<file path="config.mk">
export PLATFORM = sky130hd
export DESIGN_NAME = psr_unit
export DESIGN_NICKNAME = d
export VERILOG_FILES = /design/src/rtl/psr_pkg.sv /design/src/rtl/psr_update.sv /design/src/rtl/psr_vector.sv /design/src/rtl/psr_unit.sv
export SDC_FILE = /design/constraint.sdc
export NUM_CORES = 1
export LEC_CHECK = 0
export ABC_CLOCK_PERIOD_IN_PS = 1050
export BUFFER_PORTS_ARGS = -buffer_cell sky130_fd_sc_hd__buf_2
export CORE_ASPECT_RATIO = 1.25
export CORE_MARGIN = 2
export CORE_UTILIZATION = 35
export DETAILED_ROUTE_END_ITERATION = 16
export PLACE_DENSITY_LB_ADDON = 0.15
export RECOVER_POWER = 100
export SETUP_SLACK_MARGIN = 0.02
export SYNTH_ARGS = -nofsm -noshare
export SYNTH_HDL_FRONTEND = slang
export SYNTH_SLANG_ARGS = --single-unit
</file>
<file path="constraint.sdc">
create_clock -name clk -period 1.05 [get_ports clk]
set_input_delay 0.315 -clock clk [delete_from_list [all_inputs] [get_ports clk]]
set_output_delay 0.315 -clock clk [all_outputs]
set_load 0.02 [all_outputs]
</file>
<file path="src/rtl/psr_pkg.sv">
// Package: shared constants and types for the status/mode register.
// Assumes the flag byte layout N V M X D I Z C from bit 7 to bit 0.
package psr_pkg;

    localparam int STAT_W = 8;

    localparam int BIT_C = 0;
    localparam int BIT_Z = 1;
    localparam int BIT_I = 2;
    localparam int BIT_D = 3;
    localparam int BIT_X = 4;
    localparam int BIT_M = 5;
    localparam int BIT_V = 6;
    localparam int BIT_N = 7;

    // Reset value: M, X and I set; everything else clear.
    localparam logic [STAT_W-1:0] STAT_RESET =
        STAT_W'((1 << BIT_M) | (1 << BIT_X) | (1 << BIT_I));

    typedef enum logic [2:0] {
        VK_COP   = 3'd0,
        VK_BRK   = 3'd1,
        VK_ABORT = 3'd2,
        VK_NMI   = 3'd3,
        VK_IRQ   = 3'd4,
        VK_RESET = 3'd5,
        VK_RSV6  = 3'd6,
        VK_RSV7  = 3'd7
    } vec_kind_e;

    typedef struct packed {
        logic              xchg;
        logic              load;
        logic              set;
        logic              clr;
        logic [STAT_W-1:0] mask;
        logic [STAT_W-1:0] data;
    } psr_op_t;

endpackage

</file>
<file path="src/rtl/psr_update.sv">
// Module: psr_update
// Combinational next-state logic for the flag byte and the mode bit.
// Applies one operation, chosen by the fixed priority exchange > load > set > clear.
// When the resulting mode is emulation, M and X are forced to 1.
// Assumes the operation strobes are already qualified by the caller.
module psr_update
    import psr_pkg::*;
(
    input  logic [STAT_W-1:0] cur_status,
    input  logic              cur_emu,
    input  psr_op_t           op,
    output logic [STAT_W-1:0] nxt_status,
    output logic              nxt_emu,
    output logic              x_raised
);

    logic [STAT_W-1:0] cleared;
    logic [STAT_W-1:0] setbits;
    logic [STAT_W-1:0] swapped;
    logic [STAT_W-1:0] chosen;
    logic [STAT_W-1:0] force_mask;

    // Per-bit masked clear and set, one slice per status bit.
    for (genvar i = 0; i < STAT_W; i++) begin : g_bit
        assign cleared[i] = cur_status[i] & ~op.mask[i];
        assign setbits[i] = cur_status[i] |  op.mask[i];
        assign swapped[i] = (i == BIT_C) ? cur_emu : cur_status[i];
    end

    // Pick the operation result by fixed priority.
    always_comb begin
        chosen  = cur_status;
        nxt_emu = cur_emu;
        if (op.xchg) begin
            chosen  = swapped;
            nxt_emu = cur_status[BIT_C];
        end else if (op.load) begin
            chosen = op.data;
        end else if (op.set) begin
            chosen = setbits;
        end else if (op.clr) begin
            chosen = cleared;
        end
    end

    // In emulation mode the size bits are pinned high.
    always_comb begin
        force_mask        = '0;
        force_mask[BIT_M] = nxt_emu;
        force_mask[BIT_X] = nxt_emu;
        nxt_status        = chosen | force_mask;
    end

    // Detect X moving from 16-bit to 8-bit index width.
    assign x_raised = nxt_status[BIT_X] & ~cur_status[BIT_X];

endmodule

</file>
<file path="src/rtl/psr_vector.sv">
// Module: psr_vector
// Interrupt vector lookup. Maps an interrupt kind and the current mode to the
// bank-0 address of its vector. The low nibble is an offset from a
// mode-dependent base. Reset always uses the emulation table, since reset
// enters emulation mode.
module psr_vector
    import psr_pkg::*;
#(
    parameter int               VEC_W       = 16,
    parameter logic [VEC_W-1:0] NATIVE_BASE = 16'hFFE0,
    parameter logic [VEC_W-1:0] EMU_BASE    = 16'hFFF0
) (
    input  logic             emu,
    input  vec_kind_e        kind,
    output logic [VEC_W-1:0] addr
);

    localparam int OFS_W = 4;

    logic [VEC_W-1:0] base;
    logic [OFS_W-1:0] ofs;

    // Select base and offset for the requested kind.
    always_comb begin
        base = emu ? EMU_BASE : NATIVE_BASE;
        case (kind)
            VK_COP:   ofs = 4'h4;
            VK_BRK:   ofs = emu ? 4'hE : 4'h6;
            VK_ABORT: ofs = 4'h8;
            VK_NMI:   ofs = 4'hA;
            VK_RESET: begin
                base = EMU_BASE;
                ofs  = 4'hC;
            end
            default:  ofs = 4'hE;
        endcase
    end

    // Final address: base plus the zero-extended offset.
    assign addr = base + {{(VEC_W-OFS_W){1'b0}}, ofs};

endmodule

</file>
<file path="src/rtl/psr_unit.sv">
// Module: psr_unit (top)
// Holds the flag byte and the mode bit, runs the flag-manipulation
// operations strobed by the sequencer, decodes the register widths and
// produces the interrupt vector address. The state updates on the clock edge
// after a strobe. The vector output is combinational from the current mode.
// Assumes strobes are single-cycle and qualified elsewhere.
module psr_unit
    import psr_pkg::*;
#(
    parameter int               VEC_W       = 16,
    parameter logic [VEC_W-1:0] NATIVE_BASE = 16'hFFE0,
    parameter logic [VEC_W-1:0] EMU_BASE    = 16'hFFF0
) (
    input  logic              clk,
    input  logic              rst_n,
    input  logic              xchg_stb,
    input  logic              clr_stb,
    input  logic              set_stb,
    input  logic              load_stb,
    input  logic [STAT_W-1:0] bit_mask,
    input  logic [STAT_W-1:0] load_data,
    input  logic [2:0]        vec_kind,
    output logic [STAT_W-1:0] status_q,
    output logic              emu_q,
    output logic              acc_narrow,
    output logic              idx_narrow,
    output logic              stack_page1,
    output logic              idx_trunc,
    output logic [VEC_W-1:0]  vec_addr
);

    psr_op_t           op;
    logic [STAT_W-1:0] nxt_status;
    logic              nxt_emu;
    logic              x_raised;
    vec_kind_e         kind;

    // Bundle the strobes into one operation record.
    always_comb begin
        op.xchg = xchg_stb;
        op.load = load_stb;
        op.set  = set_stb;
        op.clr  = clr_stb;
        op.mask = bit_mask;
        op.data = load_data;
    end

    psr_update u_update (
        .cur_status (status_q),
        .cur_emu    (emu_q),
        .op         (op),
        .nxt_status (nxt_status),
        .nxt_emu    (nxt_emu),
        .x_raised   (x_raised)
    );

    // State register with synchronous active-low reset.
    always_ff @(posedge clk) begin
        if (!rst_n) begin
            status_q  <= STAT_RESET;
            emu_q     <= 1'b1;
            idx_trunc <= 1'b0;
        end else begin
            status_q  <= nxt_status;
            emu_q     <= nxt_emu;
            idx_trunc <= x_raised;
        end
    end

    // Width and stack decode for the datapath.
    always_comb begin
        acc_narrow  = status_q[BIT_M] | emu_q;
        idx_narrow  = status_q[BIT_X] | emu_q;
        stack_page1 = emu_q;
    end

    assign kind = vec_kind_e'(vec_kind);

    psr_vector #(
        .VEC_W       (VEC_W),
        .NATIVE_BASE (NATIVE_BASE),
        .EMU_BASE    (EMU_BASE)
    ) u_vector (
        .emu  (emu_q),
        .kind (kind),
        .addr (vec_addr)
    );

endmodule

</file>
==> results of run 1 <==
==> cell usage after synthesis, types with 2 or more instances <==
cell	instances	area, sq um
nor3_1	4	20.02
o221a_1	4	45.04
clkbuf_1	2	7.510
a2bb2oi_1	4	35.03
or2_2	2	12.51
o211ai_1	3	22.52
dfxtp_1	10	200.2
o21ai_0	3	15.01
conb_1	2	7.510
buf_4	13	97.59
inv_1	2	7.510
or2b_1	4	30.03
o21a_1	2	15.01
mux2i_1	3	30.03
a21oi_1	2	10.01
nand2b_1	2	12.51
nor2_1	6	22.52
nor2b_1	2	12.51
==> worst paths after layout <==
check        slack (ns)  cells after the start                      to
min reg2reg        0.53                      2  status_q[5]$_SDFF_PN1_
min                0.30                      3    idx_trunc$_SDFF_PN0_
max               -0.31                      2             vec_addr[3]
max reg2reg       -0.01                      3    idx_trunc$_SDFF_PN0_
==> critical path, cell delays in order (launching register included) <==
cell and delay, ns:
dfxtp_4 0.37, a211o_1 0.27, buf_6 0.13
==> repair_timing <==
item	4_1_cts	5_1_grt
resized for setup	42	9
pin swaps	4	2
gates cloned	0	0
buffers inserted	4	0
endpoints found under the setup margin	17	22
==> per-stage QoR <==
stage,setup TNS [ns],instance area [sq um]
2_1_floorplan,-0.08311,788.3
5_1_grt,-2.044,1212
4_1_cts,-1.465,1177
6_report,-1.462,1212
3_5_place_dp,-1.741,984.7
3_3_place_gp,-1.491,984.7
==> sequential cells by signal, summed over array words and instances (netlist names) <==
| signal | cells |
|---|---|
| emu_q | 1 |
| idx_trunc | 1 |
| status_q | 8 |
==> kinds of logic after synthesis <==
logic type | synth area share
buf+inv | 0.1818
other cells | 0.01030
mux | 0.05660
compound gates | 0.2796
flops | 0.2744
simple gates | 0.1973
==> routing by layer <==
metal	vias to the layer above	track usage	part of all wire
li1	394	-	-
met1	374	0.1815	0.38
met2	34	0.3454	0.54
met3	3	0.05195	0.074
met4	0	0.05882	0.0085
met5	-	0	0
==> power groups by stage <==
stage	Combinational (mW)	Sequential [mW]	Clock [mW]
finish	0.463	0.434	0.361
floorplan	0.229	0.466	0
global placement	0.366	0.435	0
CTS	0.444	0.434	0.364
detailed placement	0.373	0.436	0
global route	0.499	0.438	0.390
==> layout make-up <==
class | instances | area, sq um | share of cell area
repair buffers | 57 | 425.4 | 0.3509
inverters | 3 | 13.76 | 0.01135
clock buffers | 4 | 36.28 | 0.02993
multi-input cells | 66 | 494.2 | 0.4076
well taps | 20 | 25.02 | 0.02064
flip-flops and latches | 10 | 217.7 | 0.1796
==> flow_metrics.py, run 1 <==
metrics = {
    "clocking": {
        "ctsHoldBuffers": 0,
        "cts.sinks": 10,
        "numCtsBuffers": 3,
        "cts_root_buf": "clkbuf_4",
        "ctsHtreeMaxLevel": 1,
        "cts.clk_slew.worst_paths_ns": 0.07,
        "clock_path_buffers": 2,
        "clock_latency_ns": 0.27,
        "cts_tree": "done",
    },
    "routing": {
        "dr.pass1.iters": 4,
        "drc_errors": 0,
        "viasPerCell": 5.031,
        "wl_per_cell_um": 12.54,
        "antenna_left": 0,
        "drt_iter0_markers": 8,
        "vias": 805,
        "routed_wl_mm": 2.007,
    },
    "power_and_ir_drop": {
        "peakVddDrop_v": 0.0005281,
        "p_switching_mw": 0.4082,
        "total_power_mw": 1.258,
        "power_per_cell_area_mw_per_mm2": 1038,
        "swShare": 0.3244,
        "p_int_mw": 0.8501,
        "pwr-share-clk": 0.287,
        "power_frac_seq": 0.345,
        "pwr-share-comb": 0.368,
        "power_leakage_nw": 0.5881,
    },
    "logic_synthesis": {
        "synth_edf_count": 0,
        "synth-seq-cells": 10,
        "syn_area_sq_um": 729.5,
        "ys_seq_area_frac": 0.2744,
        "netlist_instances": 86,
        "synth_flop_cell": "dfxtp_1",
        "yosysUniqueCellTypes": 34,
        "yosysWarnings": 0,
        "synthArstFlopShare": 0,
        "syn_area_per_cell_sq_um": 8.482,
    },
    "finish": {
        "layout-drive-gt1-share": 0.5857,
        "nets": 166,
        "fillers": 180,
        "mostFrequentLayoutCells": "buf_2, buf_6, buf_4",
        "fin_util": 0.6117,
        "final_common_cell": "buf_2",
        "diodes": 0,
        "syn_to_final_growth_pct": 66.21,
        "fin_cells": 160,
    },
    "floorplan": {
        "fp.coreArea_sq_mm": 0.001982,
        "start_util": 0.3681,
        "fp-row-count": 18,
        "die_w_um": 44.83,
        "chipHeight_um": 55.04,
        "io_pins": 54,
        "fp.dieArea_sq_mm": 0.002467,
    },
    "timing": {
        "rsz0062_at_grt": "true",
        "fmax_ghz": 0.7368,
        "post-route-period-util": 1.293,
        "worst_slack_ns": -0.3072,
        "clock_skew_ns": 0.001181,
        "min_period_ns": 1.357,
        "fin_hold_ws_ns": 0.2998,
        "slew_violations": 0,
        "setup_viol": 13,
        "finalHoldViolations": 0,
    },
    "placed_design": {
        "place.gp.congestion": 0.8013,
        "io_buffers": 41,
        "dp_cells": 152,
        "dp_worst_setup_slack_ns": -0.2201,
        "dp_hpwl_mm": 1.589,
    },
    "critical_path": {
        "rr_startpoint": "status_q[4]$_SDFF_PN1_",
        "cp-start-kind": "register",
        "worstPathArrival_ns": 1.04,
        "endpoint_kind": "output pin",
        "path_max_fanout": 7,
        "crit_type": "register to output pin",
        "critPathRequiredTime_ns": 0.73,
        "crit_path_start": "emu_q$_SDFF_PN1_",
    },
    "global_routing": {
        "antenna_found_initial": 0,
        "grt_overflow": 0,
        "grt_start_max_net_pins": 9,
        "grt_pass1_vias": 783,
        "grt_pass1_wl_mm": 3.208,
        "grt_usage": 0.1785,
    },
    "min_path": {
        "min_from": "rst_n",
        "hold_class": "input port to register",
    },
    "status": {
        "violations": "negative setup slack",
        "status": "finished with violations",
    },
    "job": {
        "drv_cap": 0,
    },
}
(Power assumes the default switching activity.)
==> run 2: changes to the inputs <==
--- a/config.mk
+++ b/config.mk
@@ -11,6 +11,7 @@
 export CORE_MARGIN = 2
 export CORE_UTILIZATION = 35
 export DETAILED_ROUTE_END_ITERATION = 16
+export MAX_ROUTING_LAYER = met4
 export PLACE_DENSITY_LB_ADDON = 0.15
 export RECOVER_POWER = 100
 export SETUP_SLACK_MARGIN = 0.02
==> run 2 against run 1 <==
Compared with the run above:
- the run still ends with negative setup slack left
- worst hold slack improved by 0.0063 ns
- die area unchanged
- highest routed layer is now met3
- worst setup slack better by 0.0064 ns
- clock skew about the same
- combinational power about the same
- cell area is 0.31% higher
- clock power fell by 2%
- first-iteration DRC count unchanged
- register-to-register slack hardly changed
- core utilization increased by 0.19 points
- non-clock buffer count unchanged
==> flow_metrics.py, run 2 (synthesized netlist as in run 1, its figures left out) <==
metrics = {
    "status": {
        "status": "finished with violations",
        "violations": "negative setup slack",
    },
    "min_path": {
        "hold_class": "input port to register",
        "whs_path_depth": 3,
    },
    "routing": {
        "drt_iter0_markers": 8,
        "vias": 802,
        "dr.pass1.iters": 4,
        "viasPerCell": 5.013,
        "wl_per_cell_um": 12.53,
        "antenna_left": 0,
        "drc_errors": 0,
        "routed_wl_mm": 2.005,
    },
    "clocking": {
        "cts.clk_slew.worst_paths_ns": 0.07,
        "ctsHtreeMaxLevel": 1,
        "cts.sinks": 10,
        "cts_root_buf": "clkbuf_4",
        "clock_latency_ns": 0.27,
        "cts_tree": "done",
        "ctsHoldBuffers": 0,
        "numCtsBuffers": 3,
        "clock_path_buffers": 2,
    },
    "placed_design": {
        "dp_worst_setup_slack_ns": -0.2201,
        "dp_hpwl_mm": 1.589,
        "io_buffers": 41,
        "place.gp.congestion": 0.8128,
        "placed_area_sq_um": 984.7,
    },
    "finish": {
        "mostFrequentLayoutCells": "buf_2, buf_4, buf_6",
        "syn_to_final_growth_pct": 66.72,
        "nets": 166,
        "layout-drive-gt1-share": 0.5929,
        "final_common_cell": "buf_2",
        "fin_util": 0.6136,
        "design_area_sq_mm": 0.001216,
        "top_regs": "status_q x8, emu_q x1, idx_trunc x1",
        "diodes": 0,
        "largest-register": "status_q",
        "fillers": 178,
        "largest_reg_flops": 8,
    },
    "floorplan": {
        "fp-row-count": 18,
        "start_util": 0.3681,
        "fp.dieArea_sq_mm": 0.002467,
        "io_pins": 54,
        "die_w_um": 44.83,
        "fp.coreArea_sq_mm": 0.001982,
        "chipHeight_um": 55.04,
    },
    "timing": {
        "clock_skew_ns": 0.001059,
        "fmax_ghz": 0.7403,
        "min_period_ns": 1.351,
        "post-route-period-util": 1.286,
        "finalHoldViolations": 0,
        "rsz0062_at_grt": "true",
        "slew_violations": 0,
        "worst_slack_ns": -0.3007,
        "setup_viol": 9,
        "fin_hold_ws_ns": 0.3061,
    },
    "global_routing": {
        "grt_start_max_net_pins": 9,
        "grt_usage": 0.1856,
        "grt_pass1_wl_mm": 3.215,
        "grt_pass1_vias": 776,
        "antenna_found_initial": 0,
        "grt_overflow": 0,
    },
    "critical_path": {
        "critPathRequiredTime_ns": 0.73,
        "regToRegSetupSlack_ns": -0.01,
        "rr_startpoint": "status_q[4]$_SDFF_PN1_",
        "crit_path_start": "emu_q$_SDFF_PN1_",
        "timing.rr.end": "idx_trunc$_SDFF_PN0_",
        "crit_type": "register to output pin",
        "path_max_fanout": 7,
        "cp-start-kind": "register",
        "worstPathArrival_ns": 1.04,
        "r2r_cells": 3,
        "endpoint_kind": "output pin",
        "crit_path_end": "vec_addr[3]",
    },
    "power_and_ir_drop": {
        "peakVddDrop_v": 0.0005276,
        "power_per_cell_area_mw_per_mm2": 1031,
        "power_leakage_nw": 0.5904,
    },
    "job": {
        "drv_cap": 0,
    },
}
run 2: worst min-delay path by stage:
stage                                start                     end  slack [ns]
floorplan           status_q[4]$_SDFF_PN1_    idx_trunc$_SDFF_PN0_        0.49
global placement    status_q[5]$_SDFF_PN1_  status_q[5]$_SDFF_PN1_        0.50
detailed placement  status_q[5]$_SDFF_PN1_  status_q[5]$_SDFF_PN1_        0.51
CTS                                  rst_n    idx_trunc$_SDFF_PN0_        0.31
global route                         rst_n    idx_trunc$_SDFF_PN0_        0.29
finish                               rst_n    idx_trunc$_SDFF_PN0_        0.31
run 2: power by group:
group | leakage (nW) | internal (mW) | total (mW) | switching [mW]
Combinational | 0.485 | 0.231 | 0.464 | 0.233
Sequential | 0.0839 | 0.409 | 0.434 | 0.0249
Clock | 0.0210 | 0.211 | 0.355 | 0.145
Total | 0.590 | 0.851 | 1.25 | 0.403
run 2: worst max-delay path: stages (launching register included):
cell and delay [ns]:
dfxtp_4 0.37, a211o_1 0.27, buf_6 0.13
run 2: routing by layer:
layer | GRT usage | routed length [um]
met1 | 0.1815 | 760
met2 | 0.3454 | 1099
met4 | 0.05882 | 0
met5 | - | 0
met3 | 0.06169 | 145
run 2: metrics by stage:
| stage | power [mW] | TNS, ns | std cells |
|---|---|---|---|
| detailed placement | 0.8083 | -1.741 | 152 |
| global placement | 0.8014 | -1.491 | 152 |
| CTS | 1.242 | -1.465 | 160 |
| finish | 1.254 | -1.406 | 160 |
| global route | 1.334 | -2.098 | 160 |
| floorplan | 0.6948 | -0.08311 | 96 |
run 2: timing repair:
action | CTS | global route
resized for setup | 42 | 9
pin swaps | 4 | 2
buffers inserted | 4 | 0
setup endpoints to repair | 17 | 22
run 2: layout make-up:
type / instances / area [sq um] / area share
Tap cell: 20 / 25.02 / 0.02058
Clock buffer: 4 / 36.28 / 0.02984
Timing Repair Buffer: 57 / 429.2 / 0.3529
Sequential cell: 10 / 217.7 / 0.1790
Multi-Input combinational cell: 66 / 494.2 / 0.4064
Inverter: 3 / 13.76 / 0.01132
==> run 3: changes to the inputs <==
--- a/config.mk
+++ b/config.mk
@@ -7,9 +7,11 @@
 export LEC_CHECK = 0
 export ABC_CLOCK_PERIOD_IN_PS = 1050
 export BUFFER_PORTS_ARGS = -buffer_cell sky130_fd_sc_hd__buf_2
+export CELL_PAD_IN_SITES_DETAIL_PLACEMENT = 1
+export CELL_PAD_IN_SITES_GLOBAL_PLACEMENT = 2
 export CORE_ASPECT_RATIO = 1.25
 export CORE_MARGIN = 2
-export CORE_UTILIZATION = 35
+export CORE_UTILIZATION = 18
 export DETAILED_ROUTE_END_ITERATION = 16
 export MAX_ROUTING_LAYER = met4
 export PLACE_DENSITY_LB_ADDON = 0.15
==> run 3 against run 2 <==
Compared with the run above:
- the flow still finishes with violations (negative setup slack)
- register-to-register slack worse by 0.13 ns
- core utilization down 27 points
- non-clock buffer count up 2
- highest routed layer is now met4
==> flow_metrics.py, run 3 (synthesized netlist as in run 1, its figures left out) <==
metrics = {
    "finish": {
        "mostFrequentLayoutCells": "buf_2, buf_6, buf_4",
        "nets": 168,
        "largest_reg_flops": 8,
        "diodes": 0,
        "syn_to_final_growth_pct": 81.13,
        "largest-register": "status_q",
        "layout-drive-gt1-share": 0.5775,
        "final_common_cell": "buf_2",
        "top_regs": "status_q x8, emu_q x1, idx_trunc x1",
        "fin_util": 0.3434,
    },
    "critical_path": {
        "crit_buf_inv": 1,
        "regToRegSetupSlack_ns": -0.14,
        "endpoint_kind": "output pin",
        "crit_path_cell_trace": "a211o_1 -> buf_6",
        "worstPathArrival_ns": 1.00,
        "crit_type": "register to output pin",
        "cp-start-kind": "register",
        "crit_path_start": "emu_q$_SDFF_PN1_",
        "max_stage_delay_ns": 0.36,
        "critPathRequiredTime_ns": 0.73,
        "crit_slowest_cell": "dfxtp_4",
        "rr_startpoint": "status_q[4]$_SDFF_PN1_",
        "critPathTopFamily": "flip-flops",
        "path_max_fanout": 6,
    },
    "clocking": {
        "cts_root_buf": "clkbuf_8",
        "clock_path_buffers": 2,
        "cts.sinks": 10,
        "clock_latency_ns": 0.24,
        "numCtsBuffers": 3,
        "ctsHtreeMaxLevel": 1,
        "cts_tree": "done",
        "cts.clk_slew.worst_paths_ns": 0.06,
    },
    "power_and_ir_drop": {
        "p_switching_mw": 0.4422,
        "pwr-share-clk": 0.347,
        "pwr-share-comb": 0.350,
        "swShare": 0.3084,
        "power_per_cell_area_mw_per_mm2": 1085,
        "power_leakage_nw": 0.6176,
        "power_frac_seq": 0.304,
        "peakVddDrop_v": 0.0006142,
        "p_int_mw": 0.9917,
    },
    "job": {
        "drv_cap": 0,
    },
    "timing": {
        "rsz0062_at_grt": "true",
        "clock_skew_ns": 0.0001861,
        "setup_viol": 9,
        "post-route-period-util": 1.251,
        "fmax_ghz": 0.7611,
        "min_period_ns": 1.314,
        "finalHoldViolations": 0,
        "fin_hold_ws_ns": 0.3884,
        "slew_violations": 0,
        "worst_slack_ns": -0.2638,
    },
    "floorplan": {
        "io_pins": 54,
        "fp-row-count": 25,
        "fp.dieArea_sq_mm": 0.004581,
        "chipHeight_um": 75.18,
        "fp.coreArea_sq_mm": 0.003847,
        "die_w_um": 60.94,
        "start_util": 0.1896,
    },
    "routing": {
        "drc_errors": 0,
        "viasPerCell": 4.168,
        "wl_met2_mm": 1.479,
        "detail_route.wirelength.met1_mm": 1.013,
        "antenna_left": 0,
        "drt_iter0_markers": 17,
        "vias": 817,
        "route.met3.wl_um": 180,
        "wl_per_cell_um": 13.74,
        "top_layer": "met4",
        "dr.pass1.iters": 4,
        "routed_wl_mm": 2.694,
    },
    "global_routing": {
        "grt_pass1_vias": 858,
        "grt_pass1_wl_mm": 4.002,
        "grt_start_max_net_pins": 9,
        "antenna_found_initial": 0,
        "grt_overflow": 0,
        "grt_usage": 0.1219,
    },
    "min_path": {
        "min_from": "rst_n",
        "hold_class": "input port to register",
    },
    "placed_design": {
        "dp_hpwl_mm": 2.103,
        "place.gp.congestion": 0.7023,
        "io_buffers": 41,
    },
    "status": {
        "violations": "negative setup slack",
        "status": "finished with violations",
    },
}
-- run 3: through the flow --
| stage | setup slack [ns] | setup TNS, ns | area [sq um] | power (mW) | cells |
|---|---|---|---|---|---|
| after floorplan | -0.02749 | -0.08311 | 788.3 | 0.6948 | 96 |
| after global placement | -0.1932 | -1.647 | 1035 | 0.8177 | 187 |
| after detailed placement | -0.2374 | -1.960 | 1035 | 0.8247 | 187 |
| after CTS | -0.2779 | -1.551 | 1275 | 1.427 | 196 |
| after global routing | -0.2944 | -2.032 | 1321 | 1.511 | 196 |
| final | -0.2638 | -1.613 | 1321 | 1.434 | 196 |
-- run 3: power groups by stage --
stage                     logic (mW)  registers [mW]  clock network [mW]
final                          0.501           0.436               0.497
after global routing           0.540           0.440               0.531
after CTS                      0.477           0.437               0.514
after detailed placement       0.386           0.439                   0
after global placement         0.380           0.438                   0
after floorplan                0.229           0.466                   0
-- run 3: final timing paths --
| kind | end | depth (start not counted) |
|---|---|---|
| worst max register to register | idx_trunc$_SDFF_PN0_ | 4 |
| worst min-delay path | idx_trunc$_SDFF_PN0_ | 3 |
| worst max-delay path | vec_addr[3] | 2 |
| worst min register to register | status_q[5]$_SDFF_PN1_ | 2 |
-- run 3: layout make-up --
class | instances | area [sq um]
Tap cell | 54 | 67.56
Clock buffer | 4 | 55.05
Multi-Input combinational cell | 66 | 500.5
Timing Repair Buffer | 59 | 467.9
Fill cell | 456 | 2526
Sequential cell | 10 | 216.5
Inverter | 3 | 13.76
-- run 3: layer usage --
| metal | track usage | up-vias |
|---|---|---|
| met2 | 0.2330 | 38 |
| met5 | - | - |
| met3 | 0.03265 | 2 |
| li1 | - | 393 |
| met4 | 0.01449 | 0 |
| met1 | 0.1255 | 384 |
-- run 3: tightest hold or removal path: stages --
cell and delay, ns:
buf_2 0.12, inv_1 0.09, a2111oi_4 0.05
-- run 3: what timing repair did --
item,4_1_cts,5_1_grt
hold endpoints to repair,0,0
gates resized for setup,45,20
endpoints found under the setup margin,19,24
pin swaps,5,9
hold buffers,0,0
buffers inserted,5,1
